$ cat config.mk
export PLATFORM = sky130hd
export DESIGN_NAME = sync_rate_meter
export DESIGN_NICKNAME = d
export VERILOG_FILES = /design/src/rtl/sync_pkg.sv /design/src/rtl/sync_drive.sv /design/src/rtl/sync_meas.sv /design/src/rtl/sync_calc.sv /design/src/rtl/sync_rate_meter.sv
export SDC_FILE = /design/constraint.sdc
export NUM_CORES = 1
export LEC_CHECK = 0
export BUFFER_PORTS_ARGS = -buffer_cell sky130_fd_sc_hd__buf_2
export CAP_MARGIN = 20
export CORE_UTILIZATION = 55
export DETAILED_ROUTE_END_ITERATION = 10
export PLACE_DENSITY = 0.74
export SLEW_MARGIN = 20
export SYNTH_ARGS = -nofsm -noshare
export SYNTH_HDL_FRONTEND = slang
export SYNTH_SLANG_ARGS = --single-unit
export TNS_END_PERCENT = 10
$ cat constraint.sdc
create_clock -name clk -period 15.35 [get_ports clk]
set_input_delay 3.07 -clock clk [delete_from_list [all_inputs] [get_ports clk]]
set_output_delay 3.07 -clock clk [all_outputs]
set_load 0.1 [all_outputs]
$ cat src/rtl/sync_pkg.sv
`timescale 1ns/1ps
package sync_pkg;
  typedef enum logic [1:0] {LS_NONE = 2'd0, LS_SYNCED = 2'd1, LS_MANUAL = 2'd2} link_e;
  typedef enum logic [1:0] {D_IDLE, D_LOW, D_HI} drv_e;
  typedef enum logic [1:0] {M_IDLE, M_HIGH, M_FALL, M_LOW} meas_e;
endpackage

$ cat src/rtl/sync_drive.sv
`timescale 1ns/1ps
module sync_drive import sync_pkg::*; #(
  parameter int CW = 16
) (
  input  logic          clk,
  input  logic          rst,
  input  logic          go,
  input  logic [CW-1:0] len,
  output logic          drv_en,
  output logic          drv_val,
  output logic          fin
);
  drv_e          ph;
  logic [CW-1:0] n;

  always_ff @(posedge clk) begin
    if (rst) begin
      ph  <= D_IDLE;
      n   <= '0;
      fin <= 1'b0;
    end else begin
      fin <= 1'b0;
      case (ph)
        D_IDLE: if (go) begin ph <= D_LOW; n <= CW'(1); end
        D_LOW:  if (n >= len) ph <= D_HI; else n <= n + CW'(1);
        D_HI:   begin ph <= D_IDLE; fin <= 1'b1; end
        default: ph <= D_IDLE;
      endcase
    end
  end

  assign drv_en  = (ph != D_IDLE);
  assign drv_val = (ph == D_HI);

  AST_SPEEDUP_SINGLE: assert property (@(posedge clk) disable iff (rst)
    (drv_en && drv_val) |=> !drv_en) else $error("speedup longer than one cycle");
  AST_LOW_BEFORE_HIGH: assert property (@(posedge clk) disable iff (rst)
    (drv_en && drv_val) |-> $past(drv_en && !drv_val)) else $error("speedup without low phase");
endmodule

$ cat src/rtl/sync_meas.sv
`timescale 1ns/1ps
module sync_meas import sync_pkg::*; #(
  parameter int CW = 16
) (
  input  logic          clk,
  input  logic          rst,
  input  logic          arm,
  input  logic          line_in,
  input  logic [CW-1:0] tmo,
  output logic          fin,
  output logic [CW-1:0] res
);
  logic          s1, s2;
  meas_e         st;
  logic [CW-1:0] win, cnt;
  logic          expire;

  always_ff @(posedge clk) begin
    if (rst) begin
      s1 <= 1'b1;
      s2 <= 1'b1;
    end else begin
      s1 <= line_in;
      s2 <= s1;
    end
  end

  assign expire = ({1'b0, win} + (CW+1)'(1)) >= {1'b0, tmo};

  always_ff @(posedge clk) begin
    if (rst) begin
      st  <= M_IDLE;
      win <= '0;
      cnt <= '0;
      res <= '0;
      fin <= 1'b0;
    end else begin
      fin <= 1'b0;
      if (st == M_IDLE) begin
        if (arm) begin st <= M_HIGH; win <= '0; end
      end else if (expire) begin
        st  <= M_IDLE;
        res <= '0;
        fin <= 1'b1;
      end else begin
        win <= win + CW'(1);
        case (st)
          M_HIGH: if (s2) st <= M_FALL;
          M_FALL: if (!s2) begin st <= M_LOW; cnt <= CW'(1); end
          M_LOW:  if (s2) begin st <= M_IDLE; res <= cnt; fin <= 1'b1; end
                  else cnt <= cnt + CW'(1);
          default: st <= M_IDLE;
        endcase
      end
    end
  end

  AST_COUNT_STEP: assert property (@(posedge clk) disable iff (rst)
    (st == M_LOW) |=> (st == M_IDLE) || (cnt == $past(cnt) + CW'(1))) else $error("count skipped");
  AST_FIN_SINGLE: assert property (@(posedge clk) disable iff (rst)
    fin |=> !fin) else $error("finish not a pulse");
endmodule

$ cat src/rtl/sync_calc.sv
`timescale 1ns/1ps
module sync_calc import sync_pkg::*; #(
  parameter int CW      = 16,
  parameter int MIN_CNT = 64,
  parameter int DEF_CNT = 1024
) (
  input  logic          clk,
  input  logic          rst,
  input  logic          load,
  input  logic [CW-1:0] cnt_in,
  input  link_e         mode_in,
  output link_e         mode,
  output logic [CW-1:0] sync_cnt,
  output logic [CW-1:0] bit_time,
  output logic [CW-1:0] one_time,
  output logic [CW-1:0] thr_time,
  output logic [CW-1:0] zero_time,
  output logic          done
);
  localparam int            XW    = CW + 7;
  localparam logic [CW-1:0] MIN_L = CW'(MIN_CNT);
  localparam logic [CW-1:0] DEF_L = CW'(DEF_CNT);

  // (c*num + add) / 128, all fractions expressed in 1/128 of the count
  function automatic logic [CW-1:0] scale(input logic [CW-1:0] c,
                                          input logic [4:0] num,
                                          input logic [6:0] add);
    logic [XW-1:0] p;
    p = XW'(c) * XW'(num) + XW'(add);
    return p[CW+6:7];
  endfunction

  logic [CW-1:0] src;
  assign src = (cnt_in < MIN_L) ? DEF_L : cnt_in;

  always_ff @(posedge clk) begin
    if (rst) begin
      mode      <= LS_NONE;
      sync_cnt  <= '0;
      bit_time  <= scale(DEF_L, 5'd16, 7'd127);
      one_time  <= scale(DEF_L, 5'd4,  7'd64);
      thr_time  <= scale(DEF_L, 5'd10, 7'd64);
      zero_time <= scale(DEF_L, 5'd13, 7'd64);
      done      <= 1'b0;
    end else begin
      done <= load;
      if (load) begin
        mode      <= mode_in;
        sync_cnt  <= cnt_in;
        bit_time  <= scale(src, 5'd16, 7'd127);
        one_time  <= scale(src, 5'd4,  7'd64);
        thr_time  <= scale(src, 5'd10, 7'd64);
        zero_time <= scale(src, 5'd13, 7'd64);
      end
    end
  end

  AST_DONE_PULSE: assert property (@(posedge clk) disable iff (rst)
    done |=> !done) else $error("done longer than one cycle");
  AST_NONE_ZERO: assert property (@(posedge clk) disable iff (rst)
    (done && mode == LS_NONE) |-> (sync_cnt == '0)) else $error("no-link with count");
  AST_BIT_COVERS: assert property (@(posedge clk) disable iff (rst)
    (done && sync_cnt >= MIN_L) |-> ({3'b000, bit_time} << 3) >= {3'b000, sync_cnt}) else $error("bit time short");
  AST_ORDERED: assert property (@(posedge clk) disable iff (rst)
    done |-> (one_time <= thr_time) && (thr_time <= zero_time)) else $error("fractions out of order");
endmodule

$ cat src/rtl/sync_rate_meter.sv
`timescale 1ns/1ps
module sync_rate_meter import sync_pkg::*; #(
  parameter int CW      = 16,
  parameter int MIN_CNT = 64,
  parameter int DEF_CNT = 1024
) (
  input  logic          clk,
  input  logic          rst,
  input  logic          start,
  input  logic [CW-1:0] req_len,
  input  logic [CW-1:0] tmo_len,
  input  logic [CW-1:0] man_cnt,
  input  logic          line_in,
  output logic          drv_en,
  output logic          drv_val,
  output logic          busy,
  output logic          done,
  output logic [1:0]    link_state,
  output logic [CW-1:0] sync_cnt,
  output logic [CW-1:0] bit_time,
  output logic [CW-1:0] one_time,
  output logic [CW-1:0] thr_time,
  output logic [CW-1:0] zero_time
);
  logic          busy_r, req_go, man_go, drv_fin, meas_fin;
  logic [CW-1:0] meas_res, cnt_sel;
  link_e         mode_sel, mode_q;

  assign man_go = start && !busy_r && (man_cnt != '0);
  assign req_go = start && !busy_r && (man_cnt == '0);

  always_ff @(posedge clk) begin
    if (rst)           busy_r <= 1'b0;
    else if (req_go)   busy_r <= 1'b1;
    else if (meas_fin) busy_r <= 1'b0;
  end

  sync_drive #(.CW(CW)) u_drive (
    .clk(clk), .rst(rst), .go(req_go), .len(req_len),
    .drv_en(drv_en), .drv_val(drv_val), .fin(drv_fin)
  );

  sync_meas #(.CW(CW)) u_meas (
    .clk(clk), .rst(rst), .arm(drv_fin), .line_in(line_in), .tmo(tmo_len),
    .fin(meas_fin), .res(meas_res)
  );

  always_comb begin
    cnt_sel = man_go ? man_cnt : meas_res;
    if (man_go)              mode_sel = LS_MANUAL;
    else if (meas_res != '0) mode_sel = LS_SYNCED;
    else                     mode_sel = LS_NONE;
  end

  sync_calc #(.CW(CW), .MIN_CNT(MIN_CNT), .DEF_CNT(DEF_CNT)) u_calc (
    .clk(clk), .rst(rst), .load(man_go || meas_fin), .cnt_in(cnt_sel),
    .mode_in(mode_sel), .mode(mode_q), .sync_cnt(sync_cnt),
    .bit_time(bit_time), .one_time(one_time), .thr_time(thr_time),
    .zero_time(zero_time), .done(done)
  );

  assign busy       = busy_r;
  assign link_state = mode_q;

  AST_MANUAL_NO_DRIVE: assert property (@(posedge clk) disable iff (rst)
    man_go |=> !drv_en && done) else $error("manual load touched the line");
  AST_IDLE_RELEASED: assert property (@(posedge clk) disable iff (rst)
    !busy_r |-> !drv_en) else $error("line driven while idle");
endmodule

After elaboration in Yosys (flattened, before gate mapping)
Index checks and enable logic that the tools add are counted.
{"block": "word_totals", "mem_bits_ro": 0, "mem_bits_rw": 0, "latchBits": 0, "inputBits": 52, "out_inout_bits": 86, "wordCells": 103, "memories": 0, "regBits": 156}
{"block": "classes", "bitwise": 2, "n_lt_le_gt_ge": 3, "n_eq_ne": 15, "mux": 32, "reduce_logical": 23, "mul": 2, "div": 0, "shift": 0, "addsub": 8}
{"operator": "two-way mux 16 bit", "n": 12}
{"operator": "case mux 16 bit (2 select lines)", "n": 2}
{"operator": "adder 20 x 7 -> 21 bit (second input constant)", "n": 3}
{"operator": "adder 16 x 1 -> 16 bit (second input constant)", "n": 3}
{"operator": "nonzero test 16 bit", "n": 2}
{"operator": "multiplier 16 x 4 -> 20 bit (second input constant)", "n": 1}
{"operator": "adder 18 x 7 -> 19 bit (second input constant)", "n": 1}
{"operator": "multiplier 16 x 3 -> 19 bit (second input constant)", "n": 1}
{"operator": "two-way mux 2 bit", "n": 9}
{"operator": "adder 16 x 1 -> 17 bit (second input constant)", "n": 1}
{"operator": ">= comparator 17 x 16 -> 1 bit", "n": 1}
{"operator": ">= comparator 16 bit", "n": 1}
{"operator": "zero test 16 bit", "n": 1}
{"operator": "< comparator 16 x 7 -> 1 bit (second input constant)", "n": 1}
{"operator": "inequality test 2 bit (second input constant)", "n": 6}
{"operator": "nonzero test 2 bit", "n": 6}
{"operator": "inequality test 4 x 1 -> 1 bit (second input constant)", "n": 2}
{"operator": "two-way mux 1 bit", "n": 7}
{"operator": "equality test 2 bit (second input constant)", "n": 3}
{"operator": "case mux 2 bit (3 select lines)", "n": 1}
{"operator": "AND reduction 3 bit", "n": 2}
{"operator": "AND reduction 5 bit", "n": 1}
{"operator": "equality test 2 x 1 -> 1 bit (second input constant)", "n": 2}
{"operator": "zero test 2 bit", "n": 2}
{"operator": "10 further kinds", "n": 14}

Logic depth before layout (Yosys ltp)
{"block": "depth", "ltp_word": 8, "depth_mapped": 25, "ltp_nobuf": 23}

Cells and area by module
Synthesis repeated with hierarchy kept, for this count alone.
{"block": "hier_totals", "hier_cells": 1276, "area_unflattened_um2": 10971.8}
{"module": "sync_calc", "seq_area_each_um2": 1461.4, "cells_per_inst": 672, "area_per_inst_um2": 5850.6, "n_inst": 1}
{"module": "sync_meas", "seq_area_each_um2": 1061.0, "cells_per_inst": 396, "area_per_inst_um2": 3193.1, "n_inst": 1}
{"module": "sync_drive", "seq_area_each_um2": 380.4, "cells_per_inst": 174, "area_per_inst_um2": 1572.8, "n_inst": 1}
{"module": "sync_rate_meter", "seq_area_each_um2": 20.0, "cells_per_inst": 34, "area_per_inst_um2": 355.3, "n_inst": 1}

Least setup slack after synthesis
No wires, ideal clock.
{"block": "synth_timing", "path_type": "input to register", "start": "in start", "end": "reg u_calc.zero_time[12]", "setup_ns": 0.070, "path_slack_ns": 6.413, "cell_stages": 23, "required_ns": 15.280, "path_buffers": 2, "arrival_ns": 8.867, "path_cell_list": "nand2b_1 -> a41oi_4 -> clkbuf_1 -> mux2i_1 -> ha_1 -> o211a_2 -> clkbuf_1 -> a21oi_1 -> ha_1 -> fa_1 -> ha_1 -> ha_1 -> a21o_1 -> a21o_1 -> a21o_1 -> a221o_1 -> a31o_2 -> a21oi_1 -> o21ai_0 -> o41ai_1 -> xnor2_1 -> nand2_1 -> a21oi_1"}
{"block": "synth_via", "elab_chain_cells": 7, "elab_cells_between_ends": 8, "classes_between": "add/sub (1); mul (1); order compare (1); mux (2); reduce/logical (3)"}
{"item": "from (decl)", "line": "sync_rate_meter.sv:9", "rtl": "input logic start,"}
{"item": "logical AND 1 bit * (2 in a row)", "line": "sync_rate_meter.sv:29", "rtl": "assign man_go = start && !busy_r && (man_cnt != '0);"}
{"item": "two-way mux 16 bit", "line": "sync_rate_meter.sv:49", "rtl": "cnt_sel = man_go ? man_cnt : meas_res;"}
{"item": "< comparator 16 x 7 -> 1 bit", "line": "sync_calc.sv:34", "rtl": "assign src = (cnt_in < MIN_L) ? DEF_L : cnt_in;"}
{"item": "two-way mux 16 bit", "line": "sync_calc.sv:34"}
{"item": "multiplier 16 x 4 -> 20 bit", "line": "sync_calc.sv:29", "rtl": "p = XW'(c) * XW'(num) + XW'(add);"}
{"item": "adder 20 x 7 -> 21 bit", "line": "sync_calc.sv:29"}
{"item": "to (signal assigned)", "line": "sync_calc.sv:43", "rtl": "zero_time <= scale(DEF_L, 5'd13, 7'd64);"}
{"item": "to (signal assigned)", "line": "sync_calc.sv:53", "rtl": "zero_time <= scale(src, 5'd13, 7'd64);"}
{"item": "to (decl)", "line": "sync_calc.sv:17", "rtl": "output logic [CW-1:0] zero_time,"}
Every way passes the cells marked *; elsewhere a longest branch is shown, timed or not.
A chain may end at the register's enable or synchronous reset.

Worst setup path after layout
Ends and elaborated chain as after synthesis.

==> reports/metrics.yaml <==
die:
  start_util_pct: 56.1
  row_count: 49
  die_area_um2: 18900
  die_w_um: 137
  chipHeight_um: 137
  fp.coreArea_um2: 18000
  io_pins: 138
drt:
  wl_per_cell_um: 16.9
  wirelength_mm: 26.3
  drc: 0
  drt_iter0_markers: 638
  drt-vias-per-instance: 5.78
  ant_nets: 0
  firstDrtPassIters: 5
  dr_total_vias: 8972
synth:
  muxShareOfSynthArea_pct: 2.37
  synth_top_family_by_area: "simple AND/OR/NAND/NOR gates"
  netlist_area_um2: 10100
  synthSimpleGateAreaFrac_pct: 19.7
  synth_adder_area_share_pct: 17.0
  yosysUniqueCellTypes: 69
  avgSynthCellArea_um2: 8.31
  synth-compound-area-share_pct: 18.6
  synth_edf_count: 0
  synth_seq_area_share_pct: 29.0
  yosysWarnings: 0
  synth_xor_area_share_pct: 6.98
  ys.flop_type: "dfxtp_1"
  synthCells: 1212
  async_flop_share_pct: 0
  synth-seq-cells: 146
timing:
  worst_slew_pin_slew_ns: 1.00
  period_minus_slack_ns: 9.52
  slew_violations: 0
  hold_viol_final: 0
  relSlewSlack_pct: 32.6
  hold-worst-slack_ns: 0.447
  setup_slack_ns: 5.83
  fmax_mhz: 105
  setup_tns_ns: 0
  setup_viol: 0
  finalCritPeriodShare_pct: 62.0
  grt_setup_unrepaired: "no"
  skew_ns: 0.0114
worst_setup_path:
  r2r_end: "u_calc.zero_time[12]"
  cp_max_fo: 24
  setup.worst_path.class: "input pin to register"
  cp.required_ns: 15.70
  rrSetupSlack_ns: 8.14
  crit_arrival_ns: 9.87
  endpoint_kind: "register"
  startpoint_type: "input pin"
  startpoint: "start"
  cp-endpoint: "u_calc.zero_time[12]"
  r2r_cells: 21
  rr_startpoint: "busy"
layout:
  layout_common_cells: "dfxtp_1, buf_2, nand2_1"
  area_growth_syn_to_layout_pct: 13.4
  finish.utilization_pct: 63.6
  final_common_cell: "dfxtp_1"
  drive_gt1_share_pct: 14.8
  nFillCells: 1602
  diodes: 0
  nets: 1494
  ff_latch_area_um2: 2920
  multiInputGateArea_um2: 6590
placed_design:
  dp_hpwl_mm: 19.6
  io_buffers: 127
  dp_slack_ns: 5.58
  place_congestion: 0.932
cts:
  cts_tree: "done"
  cts.clk_slew.worst_paths_ns: 0.06
  clock_latency_ns: 0.43
  h-tree-depth: 4
  cts_root_buf: "clkbuf_16"
  cts_resized: 0
  numCtsBuffers: 17
  cts_buffer_depth: 2
  post-cts-setup-buffers: 0
  cts_hold_buf: 0
  cts_num_sinks: 146
global_routing:
  grt_pass1_wl_mm: 41.6
  grt_overflow: 0
  grt_pass1_vias: 8281
  grt_max_degree: 77
  grt_usage_pct: 28.7
  antenna_found_initial: 0
worst_hold_path:
  min_path_type: "register to register"
  min_from: "u_calc.bit_time[9]"
power_and_ir_drop:
  p_per_area_nw_per_um2: 101
  power_w: 0.00116
  p_leak_nw: 5.30
  peakVddDrop_v: 0.0000832
status:
  status: "complete, no violations"
run:
  maxCapViolCount: 0
-- layer usage --
layer,track usage [%],wire (µm)
met2,47.7,12200
met5,0,0
met3,5.81,1420
met4,11.8,914
met1,36.2,11800
-- power breakdown --
group	total (W)	internal [W]	switching [W]
clock	0.000415	0.000247	0.000168
combinational	0.000335	0.0000885	0.000247
sequential	0.000407	0.000396	0.0000110
-- through the flow --
stage,std cells,instance area [µm²]
CTS,1553,11400
global placement,1522,10800
finish,1553,11400
detailed placement,1522,10800
floorplan,1221,10100
global route,1553,11400
-- critical path, stage by stage --
cell	delay, ns
buf_2	0.07
nand2b_1	0.18
a41oi_4	0.82
mux2i_1	0.63
ha_1	0.27
o211a_2	0.45
a21oi_1	0.23
ha_1	0.31
fa_1	0.48
ha_1	0.30
ha_1	0.35
a21o_1	0.20
a21o_1	0.17
a21o_1	0.17
a221o_1	0.33
a31o_2	0.23
a21oi_1	0.25
o21ai_0	0.24
o41ai_1	0.63
xnor2_1	0.19
nand2_1	0.08
a21oi_1	0.18
-- state kept, by name, indices dropped and copies added (netlist names), 2 cells and up --
| register | count |
|---|---|
| u_calc.bit_time | 14 |
| u_calc.mode | 2 |
| u_calc.one_time | 12 |
| u_calc.sync_cnt | 16 |
| u_calc.thr_time | 14 |
| u_calc.zero_time | 14 |
| u_drive.n | 16 |
| u_drive.ph | 2 |
| u_meas.cnt | 16 |
| u_meas.res | 16 |
| u_meas.st | 2 |
| u_meas.win | 16 |
-- final cells by class --
type | instances | area share [%]
Timing Repair Buffer | 134 | 6.04
Clock inverter | 12 | 1.16
Clock buffer | 19 | 3.96
Sequential cell | 146 | 25.6
Tap cell | 229 | 2.51
Inverter | 94 | 3.09
Multi-Input combinational cell | 919 | 57.7
-- cell usage after synthesis, drive strengths merged (3+ instances only) --
cell | number | area [µm²]
o211ai | 9 | 67.6
o21a | 9 | 67.6
buf | 15 | 93.8
nor2 | 101 | 379
ha | 118 | 1480
nand2b | 7 | 43.8
nand2 | 121 | 454
nor2b | 10 | 62.6
xnor2 | 44 | 393
inv | 94 | 353
or2 | 8 | 50.1
o21ai | 31 | 155
o21bai | 5 | 41.3
mux2i | 19 | 190
or4 | 17 | 128
o2111ai | 3 | 26.3
a21oi | 106 | 531
nand3 | 40 | 200
o41ai | 6 | 78.8
and2 | 7 | 43.8
or3 | 13 | 81.3
a21o | 20 | 150
fa | 12 | 240
mux2 | 4 | 48.8
a32oi | 17 | 149
a211oi | 32 | 240
and3 | 19 | 119
clkbuf | 47 | 176
nor3 | 13 | 65.1
nand4 | 26 | 163
o31ai | 17 | 128
nor4 | 10 | 123
xor2 | 32 | 288
dfxtp | 146 | 2920
-- logic make-up (layout without fill, tap and decap cells) --
group	count (synthesis)	count (layout)
adders and majority gates	130	130
xor gates and xnor gates	77	77
DFF	146	146
other	1	10
buffers and inverters	156	259
and+or+nand+nor	399	399
AOI/OAI and AO/OA	280	280
muxes	23	23
-- worst min-delay path by stage --
| stage | endpoint | slack, ns | cells past startpoint |
|---|---|---|---|
| after floorplan | u_meas.s2 | 0.39 | 1 |
| after global placement | u_calc.zero_time[0] | 0.44 | 2 |
| after detailed placement | u_calc.bit_time[9] | 0.44 | 2 |
| after CTS | u_calc.bit_time[9] | 0.45 | 2 |
| after global routing | u_meas.s2 | 0.47 | 1 |
| final | u_calc.bit_time[9] | 0.45 | 2 |
Power figures use the tool's default switching activity.
